<file path="src/rtl/npp_pkg.sv">
// Package: shared constants and the result-word packing helper for the
// NAND page parity accumulator.
package npp_pkg;
    localparam int CTRL_MODE_LSB  = 0;   // NAND-mode bits start here
    localparam int CTRL_START_LSB = 8;   // start bit for cs is at this + cs
    localparam int HALF_W         = 16;  // high group begins at this bit

    // Pack the two parity groups into a 32-bit result word.
    function automatic logic [31:0] pack_result(input logic [11:0] hi,
                                                input logic [11:0] lo);
        logic [31:0] w;
        w = '0;
        w[11:0]                 = lo;
        w[HALF_W+11:HALF_W]     = hi;
        return w;
    endfunction
endpackage

</file>
<file path="src/rtl/npp_byte_syndrome.sv">
// Module: npp_byte_syndrome
// Computes, with no state, what one byte adds to the high and low parity
// groups, given its index inside the chunk.
// Assumes: the position of bit j of byte i is {i, j}, and GRP_W = IDX_W + 3.
module npp_byte_syndrome #(
    parameter int IDX_W = 9,
    localparam int GRP_W = IDX_W + 3
) (
    input  logic [7:0]       data_i,
    input  logic [IDX_W-1:0] idx_i,
    output logic [GRP_W-1:0] hi_o,
    output logic [GRP_W-1:0] lo_o
);
    logic byte_par;
    assign byte_par = ^data_i;

    for (genvar n = 0; n < GRP_W; n++) begin : g_bit
        if (n < 3) begin : g_in_byte
            // Bit-index groups: split the byte by bit n of the bit index.
            logic [7:0] sel;
            always_comb begin
                for (int j = 0; j < 8; j++) begin
                    sel[j] = ((j >> n) & 1) == 1;
                end
            end
            assign hi_o[n] = ^(data_i & sel);
            assign lo_o[n] = ^(data_i & ~sel);
        end else begin : g_by_idx
            // Byte-index groups: the whole byte parity goes to one side.
            assign hi_o[n] = idx_i[n-3]  & byte_par;
            assign lo_o[n] = ~idx_i[n-3] & byte_par;
        end
    end
endmodule

</file>
<file path="src/rtl/npp_context.sv">
// Module: npp_context
// Holds the parity state of one chipselect: an armed flag, a saturating
// byte count and the two parity groups.
// Assumes: start and clear are single-cycle strobes. Start takes priority
// over clear, and both take priority over a byte in the same cycle.
module npp_context #(
    parameter int CHUNK_BYTES = 512,
    localparam int IDX_W = $clog2(CHUNK_BYTES),
    localparam int GRP_W = IDX_W + 3
) (
    input  logic             clk,
    input  logic             rst_n,
    input  logic             start_i,
    input  logic             clear_i,
    input  logic             byte_en_i,
    input  logic [7:0]       data_i,
    output logic [GRP_W-1:0] hi_o,
    output logic [GRP_W-1:0] lo_o
);
    logic             armed_q;
    logic [IDX_W:0]   cnt_q;
    logic [GRP_W-1:0] hi_q, lo_q;
    logic [GRP_W-1:0] hi_add, lo_add;
    logic             take;

    npp_byte_syndrome #(.IDX_W(IDX_W)) u_syn (
        .data_i (data_i),
        .idx_i  (cnt_q[IDX_W-1:0]),
        .hi_o   (hi_add),
        .lo_o   (lo_add)
    );

    // Accept a byte only if armed, below the chunk limit and not overridden.
    assign take = byte_en_i && armed_q && (cnt_q < (IDX_W+1)'(CHUNK_BYTES))
                  && !start_i && !clear_i;

    // Context state update: start, clear-on-read, or accumulate.
    always_ff @(posedge clk) begin
        if (!rst_n) begin
            armed_q <= 1'b0;
            cnt_q   <= '0;
            hi_q    <= '0;
            lo_q    <= '0;
        end else if (start_i) begin
            armed_q <= 1'b1;
            cnt_q   <= '0;
            hi_q    <= '0;
            lo_q    <= '0;
        end else if (clear_i) begin
            armed_q <= 1'b0;
            cnt_q   <= '0;
            hi_q    <= '0;
            lo_q    <= '0;
        end else if (take) begin
            cnt_q <= cnt_q + 1'b1;
            hi_q  <= hi_q ^ hi_add;
            lo_q  <= lo_q ^ lo_add;
        end
    end

    assign hi_o = hi_q;
    assign lo_o = lo_q;


    cnt_bound_chk: assert property (@(posedge clk) disable iff (!rst_n)
        cnt_q <= (IDX_W+1)'(CHUNK_BYTES));


    start_clears_chk: assert property (@(posedge clk) disable iff (!rst_n)
        start_i |=> (cnt_q == '0 && hi_q == '0 && lo_q == '0 && armed_q));


    clear_disarms_chk: assert property (@(posedge clk) disable iff (!rst_n)
        (clear_i && !start_i) |=> (!armed_q && hi_q == '0 && lo_q == '0));


    idle_stable_chk: assert property (@(posedge clk) disable iff (!rst_n)
        (!armed_q && !start_i && !clear_i) |=> ($stable(hi_q) && $stable(lo_q)));
endmodule

</file>
<file path="src/rtl/nand_page_parity.sv">
// Module: nand_page_parity
// Top level: decodes the register port, gates incoming bytes per chipselect
// by NAND-mode bit and chipselect match, and returns control or result words.
// Assumes: NUM_CS is a power of two no larger than 8, and word addresses
// NUM_CS .. 2*NUM_CS-1 hold the result words.
module nand_page_parity #(
    parameter int NUM_CS      = 4,
    parameter int CHUNK_BYTES = 512,
    localparam int CS_W   = $clog2(NUM_CS),
    localparam int ADDR_W = CS_W + 1,
    localparam int IDX_W  = $clog2(CHUNK_BYTES),
    localparam int GRP_W  = IDX_W + 3
) (
    input  logic              clk,
    input  logic              rst_n,
    input  logic              reg_wr_en,
    input  logic              reg_rd_en,
    input  logic [ADDR_W-1:0] reg_addr,
    input  logic [31:0]       reg_wdata,
    output logic [31:0]       reg_rdata,
    input  logic              byte_valid,
    input  logic [CS_W-1:0]   byte_cs,
    input  logic [7:0]        byte_data
);
    import npp_pkg::*;

    logic [NUM_CS-1:0] mode_q;
    logic [NUM_CS-1:0] start_s, clear_s, en_s;
    logic [GRP_W-1:0]  hi_s [NUM_CS];
    logic [GRP_W-1:0]  lo_s [NUM_CS];
    logic [31:0]       rdata_q;
    logic              ctrl_wr;

    assign ctrl_wr = reg_wr_en && (reg_addr == '0);

    for (genvar c = 0; c < NUM_CS; c++) begin : g_cs
        assign start_s[c] = ctrl_wr && reg_wdata[CTRL_START_LSB + c];
        assign clear_s[c] = reg_rd_en && reg_addr[ADDR_W-1]
                            && (reg_addr[CS_W-1:0] == CS_W'(c));
        assign en_s[c]    = byte_valid && (byte_cs == CS_W'(c)) && mode_q[c];

        npp_context #(.CHUNK_BYTES(CHUNK_BYTES)) u_ctx (
            .clk       (clk),
            .rst_n     (rst_n),
            .start_i   (start_s[c]),
            .clear_i   (clear_s[c]),
            .byte_en_i (en_s[c]),
            .data_i    (byte_data),
            .hi_o      (hi_s[c]),
            .lo_o      (lo_s[c])
        );
    end

    // Control register: load the NAND-mode bits on a control write.
    always_ff @(posedge clk) begin
        if (!rst_n)       mode_q <= '0;
        else if (ctrl_wr) mode_q <= reg_wdata[CTRL_MODE_LSB +: NUM_CS];
    end

    // Read path: register the selected word, zero when idle.
    always_ff @(posedge clk) begin
        if (!rst_n) begin
            rdata_q <= '0;
        end else begin
            rdata_q <= '0;
            if (reg_rd_en) begin
                if (reg_addr == '0) begin
                    rdata_q <= 32'(mode_q);
                end else if (reg_addr[ADDR_W-1]) begin
                    for (int c = 0; c < NUM_CS; c++) begin
                        if (reg_addr[CS_W-1:0] == CS_W'(c))
                            rdata_q <= pack_result(12'(hi_s[c]), 12'(lo_s[c]));
                    end
                end
            end
        end
    end

    assign reg_rdata = rdata_q;


    rdata_pad_chk: assert property (@(posedge clk) disable iff (!rst_n)
        (reg_rdata[31:28] == 4'h0 && reg_rdata[15:12] == 4'h0));


    rdata_idle_chk: assert property (@(posedge clk) disable iff (!rst_n)
        !reg_rd_en |=> (reg_rdata == 32'h0));


    mode_load_chk: assert property (@(posedge clk) disable iff (!rst_n)
        ctrl_wr |=> (mode_q == $past(reg_wdata[NUM_CS-1:0])));
endmodule

</file>
<file path="config.mk">
export PLATFORM = sky130hd
export DESIGN_NAME = nand_page_parity
export DESIGN_NICKNAME = d
export VERILOG_FILES = /design/src/rtl/npp_pkg.sv /design/src/rtl/npp_byte_syndrome.sv /design/src/rtl/npp_context.sv /design/src/rtl/nand_page_parity.sv
export SDC_FILE = /design/constraint.sdc
export NUM_CORES = 1
export LEC_CHECK = 0
export ABC_AREA = 0
export ABC_CLOCK_PERIOD_IN_PS = 3850
export BUFFER_PORTS_ARGS = -buffer_cell sky130_fd_sc_hd__buf_2
export CAP_MARGIN = 20
export CORE_AREA = 2 2 122 124
export DETAILED_ROUTE_END_ITERATION = 10
export DIE_AREA = 0 0 124 126
export PLACE_DENSITY_LB_ADDON = 0.1
export SKIP_LAST_GASP = 1
export SYNTH_ARGS = -nofsm -noshare
export SYNTH_HDL_FRONTEND = slang
export SYNTH_SLANG_ARGS = --single-unit
</file>
<file path="constraint.sdc">
create_clock -name clk -period 3.85 [get_ports clk]
set_clock_uncertainty 0.05 [all_clocks]
set_input_delay 0.77 -clock clk [delete_from_list [all_inputs] [get_ports clk]]
set_output_delay 0.77 -clock clk [all_outputs]
set_load 0.01 [all_outputs]
</file>
Word level (Yosys, flattened, before mapping)
Index checks and enable logic that the tools add are counted.
Cells by class
  $add $sub $neg: 4
  $lt $le $gt $ge: 4
  equal/unequal tests: 6
  muxes and demuxes: 14
  bitwise operators: 119
  reductions and logical operators: 63
Operators by type and width (count)
  $mux W28: 4
  $xor A12 B12 Y12: 8
  $and A1 B1 Y1: 72
  $reduce_xor A8 Y1: 7
  $add A10 B1 Y10 const B: 4
  $lt A10 B10 Y1 const B: 4
  $not A1 Y1: 39
  $logic_and A1 B1 Y1: 34
  $reduce_or A3 Y1: 4
  $eq A2 B2 Y1 const B: 4
  $logic_not A1 Y1: 8
  $mux W1: 8
  $mux W4: 2
  $reduce_bool A2 Y1: 4
  $reduce_or A7 Y1: 1
  $eq A2 B1 Y1 const B: 2
  $logic_not A2 Y1: 2
  $reduce_or A4 Y1: 1
  $logic_not A3 Y1: 1
  $reduce_and A2 Y1: 1
Word-level totals
  flip-flop bits (word level): 176
  input bits: 50
  output and inout bits: 32
  logic and storage cells: 230

Logic depth before layout (Yosys ltp)
Gate-level depths: netlist of the first run.
  word-level depth: 7
  gate-level depth with buffers: 9
  depth with buffers taken out: 5

Hierarchy
Synthesis of the first run repeated with hierarchy kept, for this count alone.
Second synthesis, totals
  cells, all modules: 912
  area, all modules: 8911.0 µm²
By module, submodules not included
  npp_context: times used 4, cells an instance 158, area an instance 1551.5 µm², sequential area each 700.7 µm²
  nand_page_parity: times used 1, cells an instance 140, area an instance 1649.1 µm², sequential area each 560.5 µm²
  npp_byte_syndrome: times used 4, cells an instance 35, area an instance 264.0 µm², sequential area each 0.0 µm²

Least setup slack after synthesis of the first run
Ideal clock, no wire load.
  path type: input-to-reg
  from: in reg_addr[1]
  to: reg g_cs[3].u_ctx.lo_q[3]
  setup time: 0.070 ns
  arrival time: 2.357 ns
  required time: 3.730 ns
  setup slack: 1.373 ns
  cell stages on the path: 9
  buffers on the path: 4
  path through: buf_2 > or4b_1 > buf_2 > o21ai_2 > or2b_2 > buf_4 > buf_4 > o31ai_1 > a21oi_1
Between the ends
  longest elaborated chain between the ends: 6
  elaborated cells between the ends (all ways): 10
  those cells by class: 1 x eq/ne; 9 x reduce/logical
Ends and longest elaborated chain
  from (decl): line nand_page_parity.sv:18  | input logic [ADDR_W-1:0] reg_addr,
  $logic_not A3 Y1: line nand_page_parity.sv:34  | assign ctrl_wr = reg_wr_en && (reg_addr == '0);
  $logic_and A1 B1 Y1: line nand_page_parity.sv:34
  $logic_and A1 B1 Y1: line nand_page_parity.sv:37  | assign start_s[c] = ctrl_wr && reg_wdata[CTRL_START_LSB + c];
  $logic_not A1 Y1: line npp_context.sv:35  | && !start_i && !clear_i;
  $logic_and A1 B1 Y1 (2 in a row): line npp_context.sv:35
  to (signal assigned): line npp_context.sv:57  | lo_q <= lo_q ^ lo_add;
  to (decl): line npp_context.sv:22  | logic [GRP_W-1:0] hi_q, lo_q;
Parallel ways exist; a longest one is shown, timed or not.
A chain may end at the register's enable or synchronous reset.

Worst setup path in the final report of the first run
  from: in reg_addr[1]
  to: reg g_cs[3].u_ctx.hi_q[6]
Between the ends
  longest elaborated chain between the ends: 6
  elaborated cells between the ends (all ways): 10
  those cells by class: 1 x eq/ne; 9 x reduce/logical
Ends and longest elaborated chain
  $logic_not A3 Y1: line nand_page_parity.sv:34
  $logic_and A1 B1 Y1: line nand_page_parity.sv:34
  $logic_and A1 B1 Y1: line nand_page_parity.sv:37
  $logic_not A1 Y1: line npp_context.sv:35
  $logic_and A1 B1 Y1 (2 in a row): line npp_context.sv:35
  to (signal assigned): line npp_context.sv:56  | hi_q <= hi_q ^ hi_add;
  to (decl): line npp_context.sv:22
Parallel ways exist; a longest one is shown, timed or not.

==> results by group, run 1 <==
Setup path
  • Reg2Reg Setup Slack: roughly 1.7 ns
  • Crit path cell chain: buf_2 > or4b_1 > o21ai_2 > or2b_2 > or4_1 > a21oi_1
  • Arrival @ worst endpoint: 2.70 ns
  • Slowest CP cell: or4b_1
  • CP required: roughly 4.1 ns
  • CP endpoint kind: flip-flop
  • Crit-path max cell delay: approximately 0.7 ns
  • Critical path class: primary input to flip-flop
  • Crit Path Max Fanout: 26
  • Crit start category: primary input

Route
  • Vias per Instance: ~6
  • Number of routed nets with antenna violations: 0
  • Vias: between 6000 and 7000
  • Wl on met1: between 8000 and 9000 um
  • Routed WL: ~20000 um
  • Wire length on met2: about 9500 um
  • Starting DRT DRC Count: between 400 and 500
  • Highest metal used: met4
  • Routed WL per cell: around 18 um
  • WL met3: 1040 um
  • 1st-pass router iterations: 5
  • Drt drc: 0

Logic synthesis
  • XOR/XNOR Fraction of Synth Area: ~8.1%
  • Post-synthesis compound-gate area fraction: about an eighth
  • Post-synthesis sequential area ratio: around 44%
  • Main combinational cell family by area after synthesis: simple AND/OR/NAND/NOR gates
  • Post-Syn Area: 7730 sq um
  • Yosys reg bits: 168
  • Synth unique cells: 46
  • Adder-cell area share of the yosys netlist: less than 1%
  • Mapped Cells: between 800 and 900
  • EDFF count, synth: 0
  • Most used DFF post-synth: dfxtp_1
  • Synth Area per Inst: around 9.1 sq um
  • Multiplexer share of the synthesized area: under 10%
  • Post-synth ARST share: 0%
  • Simple-gate share of the synthesized area: between 20% and 30%
  • Synth warn: 0

Flow run
  • Max Cap Viol: 0

Cells and area
  • Nets@finish: 930
  • Commonest non-fill, non-tap cell in the layout: dfxtp_1
  • Area Growth Syn to Fin: 12.4%
  • Most frequent cells in the layout: dfxtp_1 (168), nand2_1 (86), a21oi_1 (80)
  • Share of layout cells above drive strength 1: 14.4%
  • # diodes: 0
  • Final core utilization: a little over 60%

Timing
  • Hold WS: about 0.4 ns
  • Crit path time final: roughly 2.5 ns
  • Fmax: just over 400 MHz
  • Worst slew margin: approximately half
  • Final worst path period share: a little under two thirds
  • Measured slew at the worst slew-check pin: a little under 0.8 ns
  • Slew Limit Fails: 0
  • Setup TNS: 0 ns
  • Endpoints failing hold: 0
  • Worst setup margin: approximately 1.4 ns
  • # setup viols final: 0
  • RSZ-0062 raised after global routing: false

Power and ir drop
  • Pwr Total: 0.00386 W
  • Max VDD drop: 0.316 mV
  • Power per cell area: 444 nW/um^2
  • Leak: around 3.0 nW

CTS
  • Post_cts resized: 0
  • H-tree depth: 4
  • Worst-Skew Late Latency: roughly 0.43 ns
  • CTS tree: built
  • CTS root buf: clkbuf_16
  • Cts bufs inserted: 17
  • Clk buf depth: 2
  • Hold_buf cts: 0
  • Setup Buffers After CTS: 0
  • Reg clk slew, reported paths: roughly 0.06 ns
  • Clk sinks: approximately 170

Global routing
  • First-pass GRT wire length: approximately 32000 um
  • Vias in the first global route: roughly 6200
  • GRT Residual Overflow: 0
  • GR Util All Layers: ~27%
  • Initial antenna violation count: 0
  • Largest net degree at the start of global routing: approximately 120

Run status
  • Outcome: finished clean

Placement
  • Global placement routability congestion: 0.834
  • Post-detail-place hpwl: roughly 13000 um
  • Pre-CTS setup slack: ~1 ns
  • Port Buffers: ~50

Min path
  • Hold WC Path Type: flip-flop to flip-flop

Floorplan
  • Full die area: 15600 sq um
  • Rows: 44
  • Die X: 124 um
  • Num ports: just over 80
  • Effective utilization at floorplan: 54.0%
  • Die Span Y: approximately 130 um
  • Core Area: between 10000 and 15000 sq um
## cell families (layout without fill, tap and decap cells)
| logic type | count (synthesis) | after routing |
|---|---|---|
| AOI/OAI and AO/OA | 164 | 164 |
| and+or+nand+nor | 332 | 332 |
| other | 1 | 8 |
| buffers and inverters | 82 | 115 |
| adders and majority gates | 4 | 4 |
| DFF | 168 | 168 |
| xor gates and xnor gates | 68 | 68 |
| muxes | 30 | 30 |
## synthesized netlist by cell type (20+ instances only)
cell | n | share of area (%)
nand3_1 | 20 | 1.3
nand2_1 | 86 | 4.2
dfxtp_1 | 168 | 44
a21oi_1 | 80 | 5.2
xor2_1 | 35 | 4.0
o21ai_0 | 29 | 1.9
nor2_1 | 72 | 3.5
or3_1 | 35 | 2.8
mux4_2 | 24 | 7.0
nor2b_1 | 22 | 1.8
clkbuf_1 | 40 | 1.9
or4_1 | 41 | 4.0
xnor2_1 | 29 | 3.3
o31ai_1 | 41 | 4.0
## power breakdown
group / total (W) / leakage (nW) / internal [W] / switching [W]
Clock: 0.00175 / 0.274 / 0.00105 / 0.000701
Combinational: 0.000362 / 1.40 / 0.0000821 / 0.000280
Sequential: 0.00174 / 1.35 / 0.00174 / 0.00000122
Total: 0.00386 / 3.02 / 0.00287 / 0.000982
## per-stage QoR
stage          area, sq um  instances
3_5_place_dp          8070       1040
4_1_cts               8680       1072
5_1_grt               8690       1073
2_1_floorplan         7750        856
3_3_place_gp          8070       1040
6_report              8690       1073
## routing by layer
metal  vias to the layer above  track usage, %
met5                         -               0
met4                         0            12.2
met3                        40            5.03
met2                       194            43.1
met1                      3147            35.0
li1                       3094               -
## layout make-up
| class | instances | area (sq um) |
|---|---|---|
| fillers | 1279 | 5630 |
| clock buffers | 21 | 460 |
| well taps | 184 | 230 |
| multi-input cells | 606 | 4040 |
| flip-flops and latches | 168 | 3360 |
| inverters | 18 | 67.6 |
| clock inverters | 11 | 148 |
| repair buffers | 65 | 382 |
## path summary, 6_finish.rpt
kind,to,depth (start not counted),from
hold reg to reg,g_cs[0].u_ctx.armed_q,2,g_cs[0].u_ctx.armed_q
setup reg to reg,g_cs[0].u_ctx.lo_o[11],5,mode_q[0]
setup / recovery,g_cs[3].u_ctx.hi_o[6],6,reg_addr[1]
hold / removal,g_cs[0].u_ctx.armed_q,2,g_cs[0].u_ctx.armed_q
## critical path: cells and delay by family
kind	cells	cell delay (ns)
AOI/OAI and AO/OA	2	0.36
and+or+nand+nor	3	1.34
buffers and inverters	1	0.22
## sequential cells by signal, indices dropped and copies added (netlist names)
signal              cells
g_cs.u_ctx.armed_q      4
g_cs.u_ctx.cnt_q       40
g_cs.u_ctx.hi_o        48
g_cs.u_ctx.lo_o        48
mode_q                  4
reg_rdata              24
Power figures use the tool's default switching activity.
==> run 2: changes to the inputs <==
- ABC_AREA: 0 -> 1
- ABC_CLOCK_PERIOD_IN_PS: 3850 -> 2100
- CORE_AREA: 2 2 122 124 -> 2 2 125 127
- DIE_AREA: 0 0 124 126 -> 0 0 127 129
- clock period: 3.85 -> 2.1 ns (I/O delays scaled with it)
==> run 2 against run 1 <==
Net effect:
- via count increased by 16%
- non-clock buffer count increased by 24
- setup slack got worse by 1.1 ns
- largest cell class unchanged
- total power increased by 76%
- utilization decreased by 0.28 points
- largest power group is now registers
- critical path type is now flip-flop to flip-flop
- die area increased by 4.9%
- register-to-register slack got worse by 1.4 ns
- final cell count increased by 29%
- clock power increased by 75%
==> results by group, run 2 <==
Run status
  • Outcome: finished clean (unchanged)

Logic synthesis
  • Main combinational cell family by area after synthesis: simple AND/OR/NAND/NOR gates (unchanged)
  • Largest cells by area after synthesis: dfxtp_1 (43%), nand2_1 (12%), a21oi_1 (8.8%) (was dfxtp_1 (44%), mux4_2 (7.0%), a21oi_1 (5.2%))
  • Multiplexer share of the synthesized area: 0% (was 7.77%)
  • Post-synthesis sequential area ratio: 42.7% (was 43.5%)
  • Post-Syn Area: 7880 sq um (was 7730 sq um)
  • Most used DFF post-synth: dfxtp_1 (unchanged)
  • Synth unique cells: 35 (was 46)
  • Synth Area per Inst: 7.04 sq um (was 9.10 sq um)
  • Mapped Cells: 1118 (was 849)
  • Yosys reg bits: 168 (unchanged)
  • Largest area contributor in the netlist: dfxtp_1 (unchanged)
  • Post-synth ARST share: 0% (unchanged)
  • Synth warn: 0 (unchanged)
  • Synth cell count leaders: nand2_1 (244), dfxtp_1 (168), a21oi_1 (138), nor2_1 (118), inv_1 (104) (was dfxtp_1 (168), nand2_1 (86), a21oi_1 (80), nor2_1 (72))
  • Adder-cell area share of the yosys netlist: 0.636% (was 0.648%)
  • Simple-gate share of the synthesized area: 30.9% (was 22.7%)
  • EDFF count, synth: 0 (unchanged)
  • Share of the synthesized area in the top cell type: 42.7% (was 43.5%)
  • Most frequent cell after synthesis: nand2_1 (was dfxtp_1)
  • Post-synthesis compound-gate area fraction: 14.8% (was 12.5%)
  • XOR/XNOR Fraction of Synth Area: 1.56% (was 8.10%)

Placement
  • Port Buffers: 49 (unchanged)
  • Global placement routability congestion: 0.850 (was 0.834)
  • Cell count after placement: 1355 (was 1040)
  • Post-detail-place hpwl: 15400 um (was 13400 um)
  • Placed inst area: 8470 sq um (was 8070 sq um)

Setup path
  • Crit Path Max Fanout: 25 (was 26)
  • Crit start category: flip-flop (was primary input)
  • Critical path class: flip-flop to flip-flop (was primary input to flip-flop)
  • Arrival @ worst endpoint: 2.09 ns (was 2.70 ns)
  • CP required: 2.37 ns (was 4.09 ns)
  • CP endpoint kind: flip-flop (unchanged)

Route
  • Drt drc: 0 (unchanged)
  • Number of routed nets with antenna violations: 0 (unchanged)
  • Routed WL per cell: 15.2 um (was 18.3 um)
  • Starting DRT DRC Count: 608 (was 497)
  • 1st-pass router iterations: 5 (unchanged)
  • Vias per Instance: 5.40 (was 6.03)
  • Vias: 7489 (was 6475)
  • Routed WL: 21100 um (was 19600 um)

Timing
  • Measured slew at the worst slew-check pin: 0.545 ns (was 0.773 ns)
  • Endpoints failing hold: 0 (unchanged)
  • Hold WS: 0.205 ns (was 0.412 ns)
  • Slew Limit Fails: 0 (unchanged)
  • Setup TNS: 0 ns (unchanged)
  • Crit path time final: 1.82 ns
  • Worst slew margin: 63.4% (was 48.3%)
  • Final worst path period share: ~87%
  • # setup viols final: 0 (unchanged)
  • RSZ-0062 raised after global routing: false (unchanged)
  • Fmax: ~550 MHz

CTS
  • Clk buf depth: 2 (unchanged)
  • CTS tree: built (unchanged)
  • Worst-Skew Late Latency: 0.43 ns (about the same)
  • Setup Buffers After CTS: 0 (unchanged)
  • CTS root buf: clkbuf_16 (unchanged)
  • Post_cts resized: 0 (unchanged)
  • Hold_buf cts: 0 (unchanged)
  • Cts bufs inserted: 17 (unchanged)
  • Clk sinks: 168 (unchanged)
  • Reg clk slew, reported paths: 0.07 ns (was 0.06 ns)
  • H-tree depth: 4 (unchanged)

Cells and area
  • Finished Cell Area: 9050 sq um (was 8690 sq um)
  • # diodes: 0 (unchanged)
  • Layout Cells excl Fill: 1387 (was 1073)
  • Commonest non-fill, non-tap cell in the layout: nand2_1 (was dfxtp_1)
  • Most frequent cells in the layout: nand2_1 (244), dfxtp_1 (168), a21oi_1 (138) (was dfxtp_1 (168), nand2_1 (86), a21oi_1 (80))
  • Nets@finish: 1240 (was 930)
  • Share of layout cells above drive strength 1: 12.8% (was 14.4%)
  • Area Growth Syn to Fin: 14.9% (was 12.4%)

Floorplan
  • Num ports: 82 (unchanged)
  • Rows: 45 (was 44)
  • Die X: 127 um (was 124 um)
  • Die Span Y: 129 um (was 126 um)
  • Effective utilization at floorplan: 52.6% (was 54.0%)
  • Core Area: 15000 sq um (was 14300 sq um)
  • Full die area: 16400 sq um (was 15600 sq um)

Global routing
  • Initial antenna violation count: 0 (unchanged)
  • Vias in the first global route: 6597 (was 6173)
  • First-pass GRT wire length: 33400 um (was 32200 um)
  • GRT Residual Overflow: 0 (unchanged)
  • GR Util All Layers: 26.1% (was 26.8%)
  • Largest net degree at the start of global routing: 35 (was 123)

Power and ir drop
  • Max VDD drop: 0.571 mV (was 0.316 mV)
  • Leak: 3.71 nW (was 3.02 nW)
  • Power per cell area: 748 nW/um^2 (was 444 nW/um^2)

Flow run
  • Max Cap Viol: 0 (unchanged)

Min path
  • Hold WC Path Type: primary input to flip-flop (was flip-flop to flip-flop)
## run 2: changes by cell type after synthesis, moves of 35 or more
cell | previous run | this run
nor3_1 | 5 | 44
inv_1 | 18 | 104
o31ai_1 | 41 | 1
nand2_1 | 86 | 244
nor2_1 | 72 | 118
or4_1 | 41 | 0
or3_1 | 35 | 0
a21oi_1 | 80 | 138
nand3_1 | 20 | 100
## run 2: worst max-delay path, cell delays in order (launching register included)
cell and delay (ns):
dfxtp_1 0.34, inv_1 0.06, nor3_1 0.17, buf_4 0.16
nand2_1 0.05, buf_4 0.15, nor2_8 0.14, inv_2 0.06
nor2_4 0.13, buf_12 0.17, nand3_1 0.09, nand2_1 0.09
nor2_1 0.05
## run 2: where the power goes
| group | leakage, nW | switching, W | internal (W) |
|---|---|---|---|
| clock network | 0.280 | 0.00136 | 0.00171 |
| registers | 1.35 | 0.00000357 | 0.00320 |
| logic | 2.08 | 0.000344 | 0.000157 |
## run 2: worst paths after layout
path	depth (start not counted)	slack, ns	from	to
hold reg to reg	2	0.41	g_cs[2].u_ctx.armed_q	g_cs[2].u_ctx.armed_q
hold / removal	3	0.20	reg_wdata[2]	mode_q[2]
setup reg to reg	12	0.28	mode_q[1]	g_cs[1].u_ctx.hi_o[10]
setup / recovery	12	0.28	mode_q[1]	g_cs[1].u_ctx.hi_o[10]
## run 2: cells by family after synthesis
logic type	Yosys count
adder cells (fa/ha/maj)	4
XOR/XNOR	14
buffers and inverters	164
AO/OA/AOI/OAI	219
flip-flops	168
AND/OR/NAND/NOR	548
other	1
## run 2: metrics by stage
step	setup WS, ns	power (W)	util (%)
after floorplan	0.325	0.00359	-
after global placement	0.117	0.00376	56.6
after detailed placement	0.0956	0.00377	56.6
after CTS	0.295	0.00679	60.4
after global routing	0.113	0.00698	60.4
final	0.283	0.00677	60.4
## run 2: final cells by class
| type | instances | area [sq um] |
|---|---|---|
| fillers | 1405 | 5930 |
| flip-flops and latches | 168 | 3360 |
| repair buffers | 89 | 633 |
| clock buffers | 19 | 453 |
| inverters | 117 | 442 |
| clock inverters | 13 | 121 |
| multi-input cells | 793 | 3800 |
| well taps | 188 | 235 |
## run 2: per-layer routing
metal	vias to the layer above	GRT usage [%]	part of all wire, %	wire length (um)
met5	-	0	0	0
met4	0	12.7	4.2	886
met3	45	5.03	5.3	1110
met2	235	41.1	45	9420
met1	3414	34.7	46	9700
li1	3795	-	-	-
